## config.mk

```make
export PLATFORM = sky130hd
export DESIGN_NAME = wwdt_core
export DESIGN_NICKNAME = d
export VERILOG_FILES = /design/src/rtl/wwdt_pkg.sv /design/src/rtl/wwdt_presc.sv /design/src/rtl/wwdt_window.sv /design/src/rtl/wwdt_core.sv
export SDC_FILE = /design/constraint.sdc
export NUM_CORES = 1
export LEC_CHECK = 0
export BUFFER_PORTS_ARGS = -buffer_cell sky130_fd_sc_hd__clkbuf_2
export CAP_MARGIN = 0
export CORE_MARGIN = 5
export CORE_UTILIZATION = 37
export CTS_BUF_LIST = sky130_fd_sc_hd__clkbuf_16
export CTS_CLUSTER_DIAMETER = 120
export DETAILED_ROUTE_END_ITERATION = 16
export PLACE_DENSITY_LB_ADDON = 0.15
export SYNTH_ARGS = -nofsm -noshare
export SYNTH_HDL_FRONTEND = slang
export SYNTH_HIERARCHICAL = 1
export SYNTH_SLANG_ARGS = --single-unit
```

## constraint.sdc

```tcl
create_clock -name clk -period 5.55 [get_ports clk]
set_input_delay 1.665 -clock clk [delete_from_list [all_inputs] [get_ports clk]]
set_output_delay 1.665 -clock clk [all_outputs]
set_load 0.005 [all_outputs]
```

## src/rtl/wwdt_pkg.sv

```systemverilog
package wwdt_pkg;

   localparam logic [2:0] OFS_SVC  = 3'd0;
   localparam logic [2:0] OFS_CTRL = 3'd2;
   localparam logic [2:0] OFS_STAT = 3'd4;
   localparam logic [2:0] OFS_ACT  = 3'd6;

   typedef struct packed {
      logic [1:0] rsv_hi;
      logic [1:0] win_start;
      logic [1:0] rsv_mid;
      logic [1:0] win_end;
      logic [3:0] div_sel;
      logic [1:0] rsv_lo;
      logic [1:0] tsel;
   } wwdt_ctrl_t;

   localparam logic [3:0] DIV_ON_CODE = 4'b0101;

   function automatic int unsigned period_log2(input logic [1:0] code,
                                               input int unsigned base);
      case (code)
         2'd0:    return base;
         2'd1:    return base + 2;
         2'd2:    return base + 3;
         default: return base + 4;
      endcase
   endfunction

endpackage

```

## src/rtl/wwdt_presc.sv

```systemverilog
module wwdt_presc #(
   parameter int unsigned DIV_LOG2 = 8
) (
   input  logic clk,
   input  logic rst_n,
   input  logic clr,
   input  logic en,
   input  logic div_on,
   output logic tick
);
   if (DIV_LOG2 == 0) begin : g_nodiv
      assign tick = en;
   end else begin : g_div
      logic [DIV_LOG2-1:0] pc;

      always_ff @(posedge clk) begin
         if (!rst_n || clr || !div_on) pc <= '0;
         else if (en)                  pc <= pc + 1'b1;
      end

      assign tick = en && (!div_on || (&pc));

      AST_PC_IDLE: assert property (@(posedge clk) disable iff (!rst_n)
         (!div_on) |=> (pc == '0));
   end
endmodule

```

## src/rtl/wwdt_window.sv

```systemverilog
module wwdt_window
   import wwdt_pkg::*;
#(
   parameter int unsigned BASE_LOG2 = 10,
   localparam int unsigned CNT_W = BASE_LOG2 + 4
) (
   input  logic [1:0]       tsel,
   input  logic [1:0]       win_start,
   input  logic [1:0]       win_end,
   input  logic [CNT_W-1:0] cnt,
   output logic [CNT_W-1:0] reload,
   output logic             in_win
);
   localparam logic [CNT_W:0] ONE = 1;

   int unsigned   lg;
   logic [CNT_W:0] span, qtr, s_th, e_th, cnt_x;

   always_comb begin
      lg    = period_log2(tsel, BASE_LOG2);
      span  = ONE << lg;
      qtr   = span >> 2;
      reload = CNT_W'(span - ONE);
      case (win_start)
         2'd0:    s_th = qtr;
         2'd1,
         2'd2:    s_th = qtr << 1;
         default: s_th = span;
      endcase
      case (win_end)
         2'd0:    e_th = (qtr << 1) + qtr;
         2'd1:    e_th = qtr << 1;
         2'd2:    e_th = qtr;
         default: e_th = '0;
      endcase
      cnt_x  = {1'b0, cnt};
      in_win = (cnt_x <= s_th) && (cnt_x > e_th);
   end
endmodule

```

## src/rtl/wwdt_core.sv

```systemverilog
module wwdt_core
   import wwdt_pkg::*;
#(
   parameter int unsigned BASE_LOG2 = 10,
   parameter int unsigned DIV_LOG2  = 8,
   parameter logic [15:0] CTRL_RST  = 16'h3303
) (
   input  logic        clk,
   input  logic        rst_n,
   input  logic        cnt_en,
   input  logic        wr_en,
   input  logic [2:0]  wr_addr,
   input  logic [15:0] wr_data,
   input  logic [2:0]  rd_addr,
   output logic [15:0] rd_data,
   output logic        irq_req,
   output logic        rst_req
);
   localparam int unsigned CNT_W = BASE_LOG2 + 4;
   localparam logic [CNT_W-1:0] CNT_ONE = 1;

   if (BASE_LOG2 < 2 || BASE_LOG2 > 10) begin : g_bad_base
      $error("wwdt_core: BASE_LOG2 must lie in 2..10");
   end
   if (DIV_LOG2 > 16) begin : g_bad_div
      $error("wwdt_core: DIV_LOG2 must not exceed 16");
   end

   wwdt_ctrl_t       ctrl_q;
   logic             ctrl_done, act_done, act_rst;
   logic             running, armed, sts_uf, sts_re;
   logic [CNT_W-1:0] cnt, reload;
   logic             in_win, tick;

   logic wr_svc, seq_ok, seq_bad, svc_good, err_evt, uf_evt;
   logic wr_ctrl, wr_act, wr_stat;

   assign wr_svc   = wr_en && (wr_addr == OFS_SVC);
   assign wr_ctrl  = wr_en && (wr_addr == OFS_CTRL) && !running && !ctrl_done;
   assign wr_act   = wr_en && (wr_addr == OFS_ACT)  && !running && !act_done;
   assign wr_stat  = wr_en && (wr_addr == OFS_STAT);
   assign seq_ok   = wr_svc && armed && (wr_data[7:0] == 8'hFF);
   assign seq_bad  = wr_svc && armed && (wr_data[7:0] != 8'hFF);
   assign svc_good = seq_ok && (!running || in_win);
   assign err_evt  = seq_bad || (seq_ok && running && !in_win);
   assign uf_evt   = running && tick && (cnt == '0) && !svc_good;

   wwdt_window #(.BASE_LOG2(BASE_LOG2)) u_win (
      .tsel      (ctrl_q.tsel),
      .win_start (ctrl_q.win_start),
      .win_end   (ctrl_q.win_end),
      .cnt       (cnt),
      .reload    (reload),
      .in_win    (in_win)
   );

   wwdt_presc #(.DIV_LOG2(DIV_LOG2)) u_presc (
      .clk    (clk),
      .rst_n  (rst_n),
      .clr    (svc_good),
      .en     (cnt_en && running),
      .div_on (ctrl_q.div_sel == DIV_ON_CODE),
      .tick   (tick)
   );

   always_ff @(posedge clk) begin
      if (!rst_n) begin
         ctrl_q    <= wwdt_ctrl_t'(CTRL_RST);
         ctrl_done <= 1'b0;
         act_done  <= 1'b0;
         act_rst   <= 1'b0;
         running   <= 1'b0;
         armed     <= 1'b0;
         sts_uf    <= 1'b0;
         sts_re    <= 1'b0;
         cnt       <= '0;
      end else begin
         if (wr_ctrl) begin
            ctrl_q    <= wwdt_ctrl_t'(wr_data);
            ctrl_done <= 1'b1;
         end
         if (wr_act) begin
            act_rst  <= wr_data[7];
            act_done <= 1'b1;
         end
         if (wr_svc) armed <= !armed && (wr_data[7:0] == 8'h00);
         if (svc_good) running <= 1'b1;

         sts_uf <= (sts_uf && !(wr_stat && !wr_data[0])) || uf_evt;
         sts_re <= (sts_re && !(wr_stat && !wr_data[1])) || err_evt;

         if (svc_good)              cnt <= reload;
         else if (running && tick)  cnt <= (cnt == '0) ? reload : cnt - CNT_ONE;
      end
   end

   always_comb begin
      case (rd_addr)
         OFS_CTRL: rd_data = ctrl_q;
         OFS_STAT: rd_data = {14'(cnt), sts_re, sts_uf};
         OFS_ACT:  rd_data = {8'h00, act_rst, 7'h00};
         default:  rd_data = 16'h0000;
      endcase
   end

   assign irq_req = (sts_uf || sts_re) && !act_rst;
   assign rst_req = (sts_uf || sts_re) &&  act_rst;

   AST_IDLE_HOLD: assert property (@(posedge clk) disable iff (!rst_n)
      (!running && !svc_good) |=> $stable(cnt));
   AST_CNT_BOUND: assert property (@(posedge clk) disable iff (!rst_n)
      cnt <= reload);
   AST_ERR_FLAG: assert property (@(posedge clk) disable iff (!rst_n)
      err_evt |=> sts_re);
   AST_ERR_NO_RELOAD: assert property (@(posedge clk) disable iff (!rst_n)
      (err_evt && !(running && tick)) |=> $stable(cnt));
   AST_CFG_FROZEN: assert property (@(posedge clk) disable iff (!rst_n)
      running |=> ($stable(ctrl_q) && $stable(act_rst)));
   AST_ONE_ACTION: assert property (@(posedge clk) disable iff (!rst_n)
      !(irq_req && rst_req));
endmodule

```

==> results by group, run 1 <==
CTS
  • CTS max path bufs: 2
  • Setup bufs post-CTS: 0
  • Hold buffers post-CTS: 0
  • Clk pin slew, worst setup/hold paths: 0.07 ns
  • Clock root buffer: clkbuf_16
  • Clk Latency, worst-skew pair: between 0.2 and 0.3 ns
  • H-tree depth: 2
  • CTS Buf Count: 5
  • CTS tree: done
  • Clock sink total: 45
  • # resized after CTS: 0

Floorplanning
  • Die height: 106 um
  • Starting density of the core: 38.4%
  • Die area: 0.0111 mm^2
  • # IOs: 44
  • Row count: 34
  • Area of the core: between 0.008 and 0.009 mm^2
  • DIE WIDTH: 106 um

Yosys
  • Count leader, synth: nand2_1
  • YS warnings: 6
  • Number of distinct library cells after synthesis: 60
  • Synthesized flop and latch total: 45
  • Asr flop ratio synth: 0%
  • Synth Cell Area: roughly 0.0034 mm^2
  • Cells after Synth: 455
  • Post-synth top area cell: dfxtp_1
  • Primary FF master, synth: dfxtp_1
  • Seq/Total Area, Yosys: 26.6%
  • Synth top area cells: dfxtp_1, ha_1, a21oi_1, nand2_1, nor2_1
  • Avg Synthesized Cell Area: ~7.4 um^2
  • Number of synthesized flops with an enable pin: 0
  • Area share of the largest cell type after synthesis: 26.6%
  • Post-synth top cells: nand2_1, nor2_1, dfxtp_1

Drt
  • Vias post-DR: 3,362
  • Total Wirelength: 10,000 um
  • First DRT Iteration DRCs: 174
  • First-pass DRT Iterations: 5
  • WL/cell: 17.0 um
  • Post-route ant nets: 0
  • Residual DRC count: 0
  • Average via count per standard cell: roughly 5.7

Setup path
  • Critical path's top delay family: simple AND/OR/NAND/NOR gates
  • Critical path endpoint: u_presc/g_div.pc[7]$_SDFFE_PP0P_
  • Crit Path Class: reg -> reg
  • Worst-path fanout max: 14
  • Slowest CP cell: dfxtp_1
  • RR Startpoint: ctrl_q[0]$_SDFFE_PN1P_
  • Critical path, cell by cell: inv_1 > ha_1 > nand2_1 > inv_1 > ha_1 > a21o_1 > nand2_1 > xnor2_1 > o21ai_1 > a21boi_1 > ha_1 > and3_1 > nand3_1 > a21oi_1 > a2111oi_0 > nor4_1 > nand2b_1 > and3_1 > nand2_1 > inv_2 > nand3b_1 > a21oi_1
  • Crit path from: ctrl_q[0]$_SDFFE_PN1P_
  • Reg2Reg Setup Slack: 0.83 ns
  • Worst setup EP type: flop
  • Max incr delay on CP: 0.46 ns
  • Reg2reg end: u_presc/g_div.pc[7]$_SDFFE_PP0P_
  • Crit path buf inv count: 3
  • WP depth: 22
  • Worst path required time: 5.76 ns
  • Startpoint types: flop
  • Worst EP arrival: 4.93 ns
  • Reg2Reg Depth: 22

Global route
  • Vias in the first global route: 3,179
  • Initial antenna violation count: 0
  • First-pass GRT wire length: ~16,000 um
  • Largest net degree at the start of global routing: 24
  • Total GRT Usage: 17.9%
  • GR Overflow Total: 0

Final layout
  • Layout cell share with drive strength beyond 1: a little over an eighth
  • Count of antenna diodes in the layout: 0
  • Nets: 536
  • Final Util: 42.8%
  • Area growth syn-to-layout: 11.5%

Power and ir drop
  • Cell Pwr Density: 198 mW/mm^2
  • Leak: about 0.0016 uW
  • Worst vdd ir: 0.000119 V

Placement
  • Hpwl dp: 7530 um
  • GPL Wtd Cong: 0.918
  • Place WS: ~0.88 ns
  • IO Port Bufs: 43

Run
  • Max cap viols: 0

Timing
  • Unrepaired setup endpoints after global routing: no
  • Final Critical Period: 4.72 ns
  • Final setup fails: 0
  • Slew Viols, Final: 0
  • Layout Skew: roughly 0.0047 ns
  • Max-slew headroom: a little under half
  • Final period util: 85.0%
  • Final setup margin: approximately 0.83 ns
  • Max Freq: between 200 and 250 MHz
  • Worst-Margin Slew: ~0.81 ns
  • Hold Vio Cnt, Final: 0
  • Setup Total Neg Slack: 0 ns

Min path
  • Hold/Removal Path Class: reg -> reg

Status
  • Run status: completed
## through the flow
step	area (um^2)	hold WS, ns	instances	total power [uW]
floorplan	3410	0.436	462	384
global placement	3600	0.443	582	406
detailed placement	3600	0.451	582	407
CTS	3770	0.461	590	750
global route	3770	0.481	590	769
finish	3770	0.458	590	745
## worst min-delay path by stage
| stage | start | to | slack [ns] | cells after the start |
|---|---|---|---|---|
| global placement | ctrl_q[2]$_SDFFE_PN0P_ | ctrl_q[2]$_SDFFE_PN0P_ | 0.44 | 2 |
| global route | ctrl_q[14]$_SDFFE_PN0P_ | ctrl_q[14]$_SDFFE_PN0P_ | 0.48 | 2 |
| detailed placement | ctrl_q[14]$_SDFFE_PN0P_ | ctrl_q[14]$_SDFFE_PN0P_ | 0.45 | 2 |
| CTS | ctrl_q[14]$_SDFFE_PN0P_ | ctrl_q[14]$_SDFFE_PN0P_ | 0.46 | 2 |
| floorplan | ctrl_q[10]$_SDFFE_PN0P_ | ctrl_q[10]$_SDFFE_PN0P_ | 0.44 | 2 |
| finish | ctrl_q[14]$_SDFFE_PN0P_ | ctrl_q[14]$_SDFFE_PN0P_ | 0.46 | 2 |
## cells in the final DEF (no fill, tap or decap), drive strengths merged, types with 6 or more instances in the layout
| cell | instances |
|---|---|
| inv | 17 |
| ha | 29 |
| a22oi | 23 |
| nand4 | 7 |
| conb | 8 |
| nand3 | 19 |
| nor2 | 49 |
| clkbuf | 48 |
| nor4 | 8 |
| nor3 | 14 |
| o21ai | 19 |
| a21oi | 44 |
| and2 | 7 |
| dfxtp | 45 |
| mux2i | 7 |
| nand2 | 59 |
| or3 | 6 |
## per-layer routing
layer / global-route usage, % / routed length, um / share of wire, %
met5: 0 / 0 / 0
met4: 5.18 / 157 / 1.6
met3: 3.18 / 542 / 5.4
met2: 28.3 / 4550 / 45
met1: 25.0 / 4800 / 48
## power by group
| part | total [uW] | internal, uW | switching, uW | leakage, uW |
|---|---|---|---|---|
| combinational | 67.9 | 26.9 | 41.0 | 0.00114 |
| sequential | 331 | 327 | 4.81 | 0.000364 |
| clock | 345 | 212 | 134 | 0.0000852 |
## flip-flops by register name, indices dropped and copies added, names as in the netlist
register and cells:
cnt 14, u_presc/g_div.pc 8, act_rst 1, sts_re 1
running 1, ctrl_done 1, ctrl_q 16, act_done 1
sts_uf 1, armed 1
## layout make-up
type,instances,area [um^2]
clock buffer,5,125
multi-input combinational,367,2270
inverter,16,60.1
sequential,45,901
timing repair buffer,46,238
tap,108,135
clock inverter,3,42.5
fill,955,5040
## worst reg2reg max path, stage by stage (launching register included)
cell	delay, ns
dfxtp_1	0.46
inv_1	0.12
ha_1	0.31
nand2_1	0.14
inv_1	0.10
ha_1	0.21
a21o_1	0.19
nand2_1	0.08
xnor2_1	0.11
o21ai_1	0.07
a21boi_1	0.14
ha_1	0.30
and3_1	0.18
nand3_1	0.11
a21oi_1	0.06
a2111oi_0	0.38
nor4_1	0.13
nand2b_1	0.17
and3_1	0.26
nand2_1	0.41
inv_2	0.13
nand3b_1	0.36
a21oi_1	0.22
## cell families (layout without fill, tap and decap cells)
logic type	after synthesis	in the layout	synth area share (%)
muxes	9	9	2.74
other	1	8	0.111
adders and majority gates	29	29	10.7
and+or+nand+nor	199	199	29.7
AOI/OAI and AO/OA	116	116	21.5
DFF	45	45	26.6
xor gates and xnor gates	6	6	1.55
buffers and inverters	50	70	7.03
No activity file was read; power rests on OpenSTA's default activity.
==> run 2, diff against run 1 <==
--- a/config.mk
+++ b/config.mk
@@ -12,7 +12,7 @@
 export CTS_BUF_LIST = sky130_fd_sc_hd__clkbuf_16
 export CTS_CLUSTER_DIAMETER = 120
 export DETAILED_ROUTE_END_ITERATION = 16
-export PLACE_DENSITY_LB_ADDON = 0.15
+export PLACE_DENSITY = 0.63
 export SYNTH_ARGS = -nofsm -noshare
 export SYNTH_HDL_FRONTEND = slang
 export SYNTH_HIERARCHICAL = 1
==> run 2 against run 1 <==
Clock power about the same; count of clock-buffer cells in the layout is the same; critical path depth is the same; fmax decreased by 0.52%; total power shrank 0.34%.
==> results by group, run 2 (synthesis results as in run 1) <==
Status
  • Run status: completed

Power and ir drop
  • Cell Pwr Density: 197 mW/mm^2
  • Leak: 0.00158 uW
  • Internal Pwr Total: 568 uW
  • Gate power share: 8.8%
  • Sw frac: 23.4%
  • Worst vdd ir: 0.000124 V
  • Sequential share of power: 44.7%
  • NetSw: roughly 170 uW
  • Clock power frac: a little under half

Setup path
  • Worst-path fanout max: 14
  • Critical path endpoint: cnt[10]$_SDFFE_PN0P_
  • Slowest CP cell: dfxtp_1
  • Reg2Reg Depth: 22
  • WP depth: 22
  • Critical path, cell by cell: inv_1 > ha_1 > nand2_1 > inv_1 > ha_1 > a21o_1 > nand2_1 > xnor2_1 > o21ai_1 > a21boi_1 > ha_1 > and3_1 > nand3_1 > a21oi_1 > a2111oi_0 > nor4_1 > nand2b_1 > and3_1 > nand2_1 > inv_2 > nor3_1 > o31a_1
  • Worst setup EP type: flop
  • Worst EP arrival: 4.91 ns
  • Critical path's top delay family: simple AND/OR/NAND/NOR gates
  • Startpoint types: flop
  • Reg2Reg Setup Slack: approximately 0.8 ns
  • Crit Path Class: reg -> reg
  • Reg2reg end: cnt[10]$_SDFFE_PN0P_
  • Worst path required time: approximately 5.7 ns
  • Max incr delay on CP: 0.48 ns
  • Crit path from: ctrl_q[0]$_SDFFE_PN1P_
  • RR Startpoint: ctrl_q[0]$_SDFFE_PN1P_
  • Crit path buf inv count: 3

CTS
  • CTS tree: done
  • Clk pin slew, worst setup/hold paths: 0.06 ns
  • CTS max path bufs: 2
  • Clk Latency, worst-skew pair: 0.29 ns
  • H-tree depth: 2
  • Hold buffers post-CTS: 0
  • Clock root buffer: clkbuf_16
  • # resized after CTS: 0
  • Setup bufs post-CTS: 0
  • Clock sink total: 45
  • CTS Buf Count: 5

Drt
  • Residual DRC count: 0
  • First DRT Iteration DRCs: 278
  • Total Wirelength: 9200 um
  • Average via count per standard cell: 5.67
  • Post-route ant nets: 0
  • Vias post-DR: 3,334
  • First-pass DRT Iterations: 5
  • WL/cell: about 16 um

Floorplanning
  • DIE WIDTH: between 100 and 150 um
  • Die height: roughly 110 um
  • Area of the core: 0.00881 mm^2
  • Starting density of the core: 38.4%
  • Row count: 34
  • # IOs: 44
  • Die area: 0.0111 mm^2

Timing
  • Worst-Margin Slew: 1.04 ns
  • Final period util: 85.4%
  • Slew Viols, Final: 0
  • Max Freq: 211 MHz
  • Max-slew headroom: 30.3%
  • Hold Vio Cnt, Final: 0
  • Final setup fails: 0
  • Final setup margin: just over 0.8 ns
  • Setup Total Neg Slack: 0 ns
  • Layout Skew: around 0.0060 ns
  • Unrepaired setup endpoints after global routing: no
  • Final Critical Period: 4.74 ns
  • Hold_ws: ~0.46 ns

Final layout
  • Most frequent cells in the layout: nand2_1, nor2_1, dfxtp_1
  • Fill count: around 900
  • Area growth syn-to-layout: 11.2%
  • Commonest non-fill, non-tap cell in the layout: nand2_1
  • Count of antenna diodes in the layout: 0
  • Layout cell share with drive strength beyond 1: a little over an eighth
  • Nets: about 530
  • Final Non-Filler Cells: 588
  • Final Util: between 40% and 50%
  • Top reg by flops: ctrl_q
  • Top Registers: ctrl_q x16, cnt x14, u_presc/g_div.pc x8
  • Max FFs per register: 16

Placement
  • Place WS: 0.864 ns
  • IO Port Bufs: 43
  • Hpwl dp: 7050 um
  • GPL Wtd Cong: 0.889
  • Number of cells after detailed placement: between 500 and 600

Global route
  • Largest net degree at the start of global routing: 24
  • GR peak layer: met2
  • First-pass GRT wire length: 15,100 um
  • Met3 usage: 2.32%
  • GR Overflow Total: 0
  • Vias in the first global route: roughly 3,000
  • Total GRT Usage: 16.4%
  • GRT met2 Usage: 27.4%
  • Initial antenna violation count: 0
  • GRT met1 Usage: between 20% and 30%

Run
  • Max cap viols: 0

Min path
  • Hold/Removal Path Class: reg -> reg
==> run 2: changes by cell type in the layout (fill, tap and decap cells not counted) <==
| cell | change |
|---|---|
| buf_4 | -2 |
| clkinv_4 | -1 |
| inv_6 | +2 |
| inv_1 | -1 |
==> run 2: stage by stage <==
| stage | cell area [um^2] | power, uW |
|---|---|---|
| final | 3760 | 742 |
| after global routing | 3760 | 773 |
| after CTS | 3760 | 751 |
| after floorplan | 3410 | 384 |
| after global placement | 3590 | 403 |
| after detailed placement | 3590 | 404 |
==> run 2: worst min-delay path by stage <==
stage	start	endpoint	slack, ns	cells past startpoint
5_1_grt	ctrl_q[2]$_SDFFE_PN0P_	ctrl_q[2]$_SDFFE_PN0P_	0.49	2
2_1_floorplan	ctrl_q[10]$_SDFFE_PN0P_	ctrl_q[10]$_SDFFE_PN0P_	0.44	2
6_report	ctrl_q[3]$_SDFFE_PN0P_	ctrl_q[3]$_SDFFE_PN0P_	0.46	2
3_5_place_dp	ctrl_q[3]$_SDFFE_PN0P_	ctrl_q[3]$_SDFFE_PN0P_	0.45	2
4_1_cts	ctrl_q[3]$_SDFFE_PN0P_	ctrl_q[3]$_SDFFE_PN0P_	0.46	2
3_3_place_gp	ctrl_q[3]$_SDFFE_PN0P_	ctrl_q[3]$_SDFFE_PN0P_	0.45	2
==> run 2: layout make-up <==
class	count	area, um^2	share of cell area [%]
flip-flops and latches	45	901	24.0
well taps	108	135	3.59
clock buffers	5	125	3.33
multi-input cells	367	2270	60.3
inverters	16	60.1	1.60
repair buffers	44	223	5.92
clock inverters	3	47.5	1.26
==> run 2: routing by layer <==
metal	vias to the layer above	share of wire [%]
met2	110	47
met5	-	0
met3	20	5.1
met1	1534	46
li1	1670	-
met4	0	2.0
==> run 2: power groups by stage <==
stage	Sequential [uW]	Clock, uW	Combinational, uW
finish	332	345	65.5
global route	332	367	74.1
CTS	331	354	65.4
detailed placement	339	0	65.1
global placement	339	0	64.4
floorplan	336	0	47.4
==> run 2: worst reg2reg max path, cell delays in order (launching register included) <==
cell	delay (ns)
dfxtp_1	0.48
inv_1	0.13
ha_1	0.32
nand2_1	0.13
inv_1	0.10
ha_1	0.21
a21o_1	0.18
nand2_1	0.08
xnor2_1	0.12
o21ai_1	0.07
a21boi_1	0.14
ha_1	0.30
and3_1	0.16
nand3_1	0.10
a21oi_1	0.13
a2111oi_0	0.08
nor4_1	0.48
nand2b_1	0.18
and3_1	0.28
nand2_1	0.34
inv_2	0.22
nor3_1	0.08
o31a_1	0.32
==> run 3, diff against run 2 <==
--- a/config.mk
+++ b/config.mk
@@ -9,7 +9,7 @@
 export CAP_MARGIN = 0
 export CORE_MARGIN = 5
 export CORE_UTILIZATION = 37
-export CTS_BUF_LIST = sky130_fd_sc_hd__clkbuf_16
+export CTS_BUF_LIST = sky130_fd_sc_hd__clkbuf_4 sky130_fd_sc_hd__clkbuf_8 sky130_fd_sc_hd__clkbuf_16
 export CTS_CLUSTER_DIAMETER = 120
 export DETAILED_ROUTE_END_ITERATION = 16
 export PLACE_DENSITY = 0.63
==> run 3 against run 2 <==
Flip-flop and latch count is the same; largest cell class unchanged; worst setup slack lost 0.0044 ns; critical endpoint is now u_presc/g_div.pc[7]$_SDFFE_PP0P_; highest routed layer unchanged; core utilization shrank 0.64 points; cell count did not move; first-iteration DRC count shrank 9.0%; sequential share of layout area up 0.36 points.
==> results by group, run 3 (synthesis results as in run 1) <==
Status
  • Run status: completed

Drt
  • Average via count per standard cell: 5.71
  • Post-route ant nets: 0
  • WL/cell: 15.7 um
  • First DRT Iteration DRCs: about 250
  • First-pass DRT Iterations: 5
  • Vias post-DR: ~3,400
  • Total Wirelength: 9210 um
  • Residual DRC count: 0

Setup path
  • Worst-path fanout max: 14
  • RR Startpoint: ctrl_q[0]$_SDFFE_PN1P_
  • Worst EP arrival: 4.99 ns
  • Reg2Reg Depth: 22
  • Startpoint types: flop
  • Worst setup EP type: flop
  • Worst path required time: 5.79 ns
  • Crit path from: ctrl_q[0]$_SDFFE_PN1P_
  • Crit Path Class: reg -> reg

Final layout
  • Area growth syn-to-layout: 9.55%
  • Most frequent cells in the layout: nand2_1, nor2_1, dfxtp_1
  • Layout cell share with drive strength beyond 1: 13.3%
  • Commonest non-fill, non-tap cell in the layout: nand2_1
  • Top Registers: ctrl_q x16, cnt x14, u_presc/g_div.pc x8
  • Top reg by flops: ctrl_q
  • Nets: between 500 and 600
  • Count of antenna diodes in the layout: 0
  • Final Non-Filler Cells: slightly below 600
  • Max FFs per register: 16

CTS
  • Clk Latency, worst-skew pair: between 0.3 and 0.4 ns
  • Hold buffers post-CTS: 0
  • Clk pin slew, worst setup/hold paths: 0.09 ns
  • Clock sink total: 45
  • CTS Buf Count: 5
  • H-tree depth: 2
  • CTS tree: done
  • CTS max path bufs: 2
  • Clock root buffer: clkbuf_8
  • # resized after CTS: 0
  • Setup bufs post-CTS: 0

Timing
  • Final Critical Period: between 4 and 5 ns
  • Final period util: 85.5%
  • Worst-Margin Slew: ~1.0 ns
  • Unrepaired setup endpoints after global routing: no
  • Final setup fails: 0
  • Max-slew headroom: roughly 31%
  • Max Freq: 211 MHz
  • Hold_ws: 0.463 ns
  • Hold Vio Cnt, Final: 0
  • Setup Total Neg Slack: 0 ns
  • Slew Viols, Final: 0
  • Layout Skew: 0.00752 ns

Power and ir drop
  • Cell Pwr Density: 178 mW/mm^2
  • Overall power: 659 uW
  • Worst vdd ir: 0.000151 V
  • Leak: 0.00155 uW

Global route
  • Total GRT Usage: between 10% and 20%
  • Vias in the first global route: approximately 3,000
  • Largest net degree at the start of global routing: 24
  • Initial antenna violation count: 0
  • First-pass GRT wire length: around 15,000 um
  • GR Overflow Total: 0

Floorplanning
  • DIE WIDTH: 106 um
  • Row count: 34
  • Die height: around 110 um
  • # IOs: 44
  • Area of the core: 0.00881 mm^2
  • Starting density of the core: 38.4%
  • Die area: 0.0111 mm^2

Placement
  • IO Port Bufs: 43
  • GPL Wtd Cong: 0.889
  • Number of cells after detailed placement: 580
  • Hpwl dp: 7050 um

Min path
  • Worst hold start: ctrl_q[3]$_SDFFE_PN0P_
  • Worst Hold Depth: 2
  • Hold/Removal Path Class: reg -> reg

Run
  • Max cap viols: 0
==> run 3: worst paths after layout <==
path / slack, ns / end
min: 0.46 / ctrl_q[3]$_SDFFE_PN0P_
max reg2reg: 0.80 / u_presc/g_div.pc[7]$_SDFFE_PP0P_
max: 0.80 / u_presc/g_div.pc[7]$_SDFFE_PP0P_
min reg2reg: 0.46 / ctrl_q[3]$_SDFFE_PN0P_
==> run 3: per-stage QoR <==
stage | instance area (um^2) | utilization (%) | setup slack [ns]
floorplan | 3410 | - | 1.40
global placement | 3590 | 40.7 | 0.846
detailed placement | 3590 | 40.7 | 0.864
CTS | 3700 | 42.1 | 0.850
global route | 3700 | 42.1 | 0.351
finish | 3700 | 42.1 | 0.803
==> run 3: power by group <==
group / internal (uW) / switching (uW) / total, uW
sequential: 326 / 4.99 / 331
combinational: 26.0 / 39.6 / 65.6
clock: 137 / 124 / 262
==> run 3: layout make-up <==
cell class                      count  area [um^2]
Clock inverter                      3         47.5
Clock buffer                        5         68.8
Sequential cell                    45          901
Timing Repair Buffer               44          223
Tap cell                          108          135
Multi-Input combinational cell    367         2270
Inverter                           16         60.1
Fill cell                         891         5100
==> run 3: metal layers <==
| layer | vias to the layer above | share of wire [%] | track usage, % |
|---|---|---|---|
| li1 | 1670 | - | - |
| met3 | 21 | 5.8 | 2.32 |
| met1 | 1558 | 45 | 22.5 |
| met4 | 0 | 2.3 | 3.89 |
| met5 | - | 0 | 0 |
| met2 | 109 | 47 | 27.4 |
==> run 3: critical path, cell delays in order, from the launching register on <==
cell and delay (ns):
dfxtp_1 0.49, inv_1 0.13, ha_1 0.31, nand2_1 0.13
inv_1 0.10, ha_1 0.21, a21o_1 0.19, nand2_1 0.08
xnor2_1 0.11, o21ai_1 0.07, a21boi_1 0.14, ha_1 0.30
and3_1 0.18, nand3_1 0.11, a21oi_1 0.05, a2111oi_0 0.39
nor4_1 0.16, nand2b_1 0.18, and3_1 0.26, nand2_1 0.39
inv_2 0.13, nand3b_1 0.36, a21oi_1 0.20
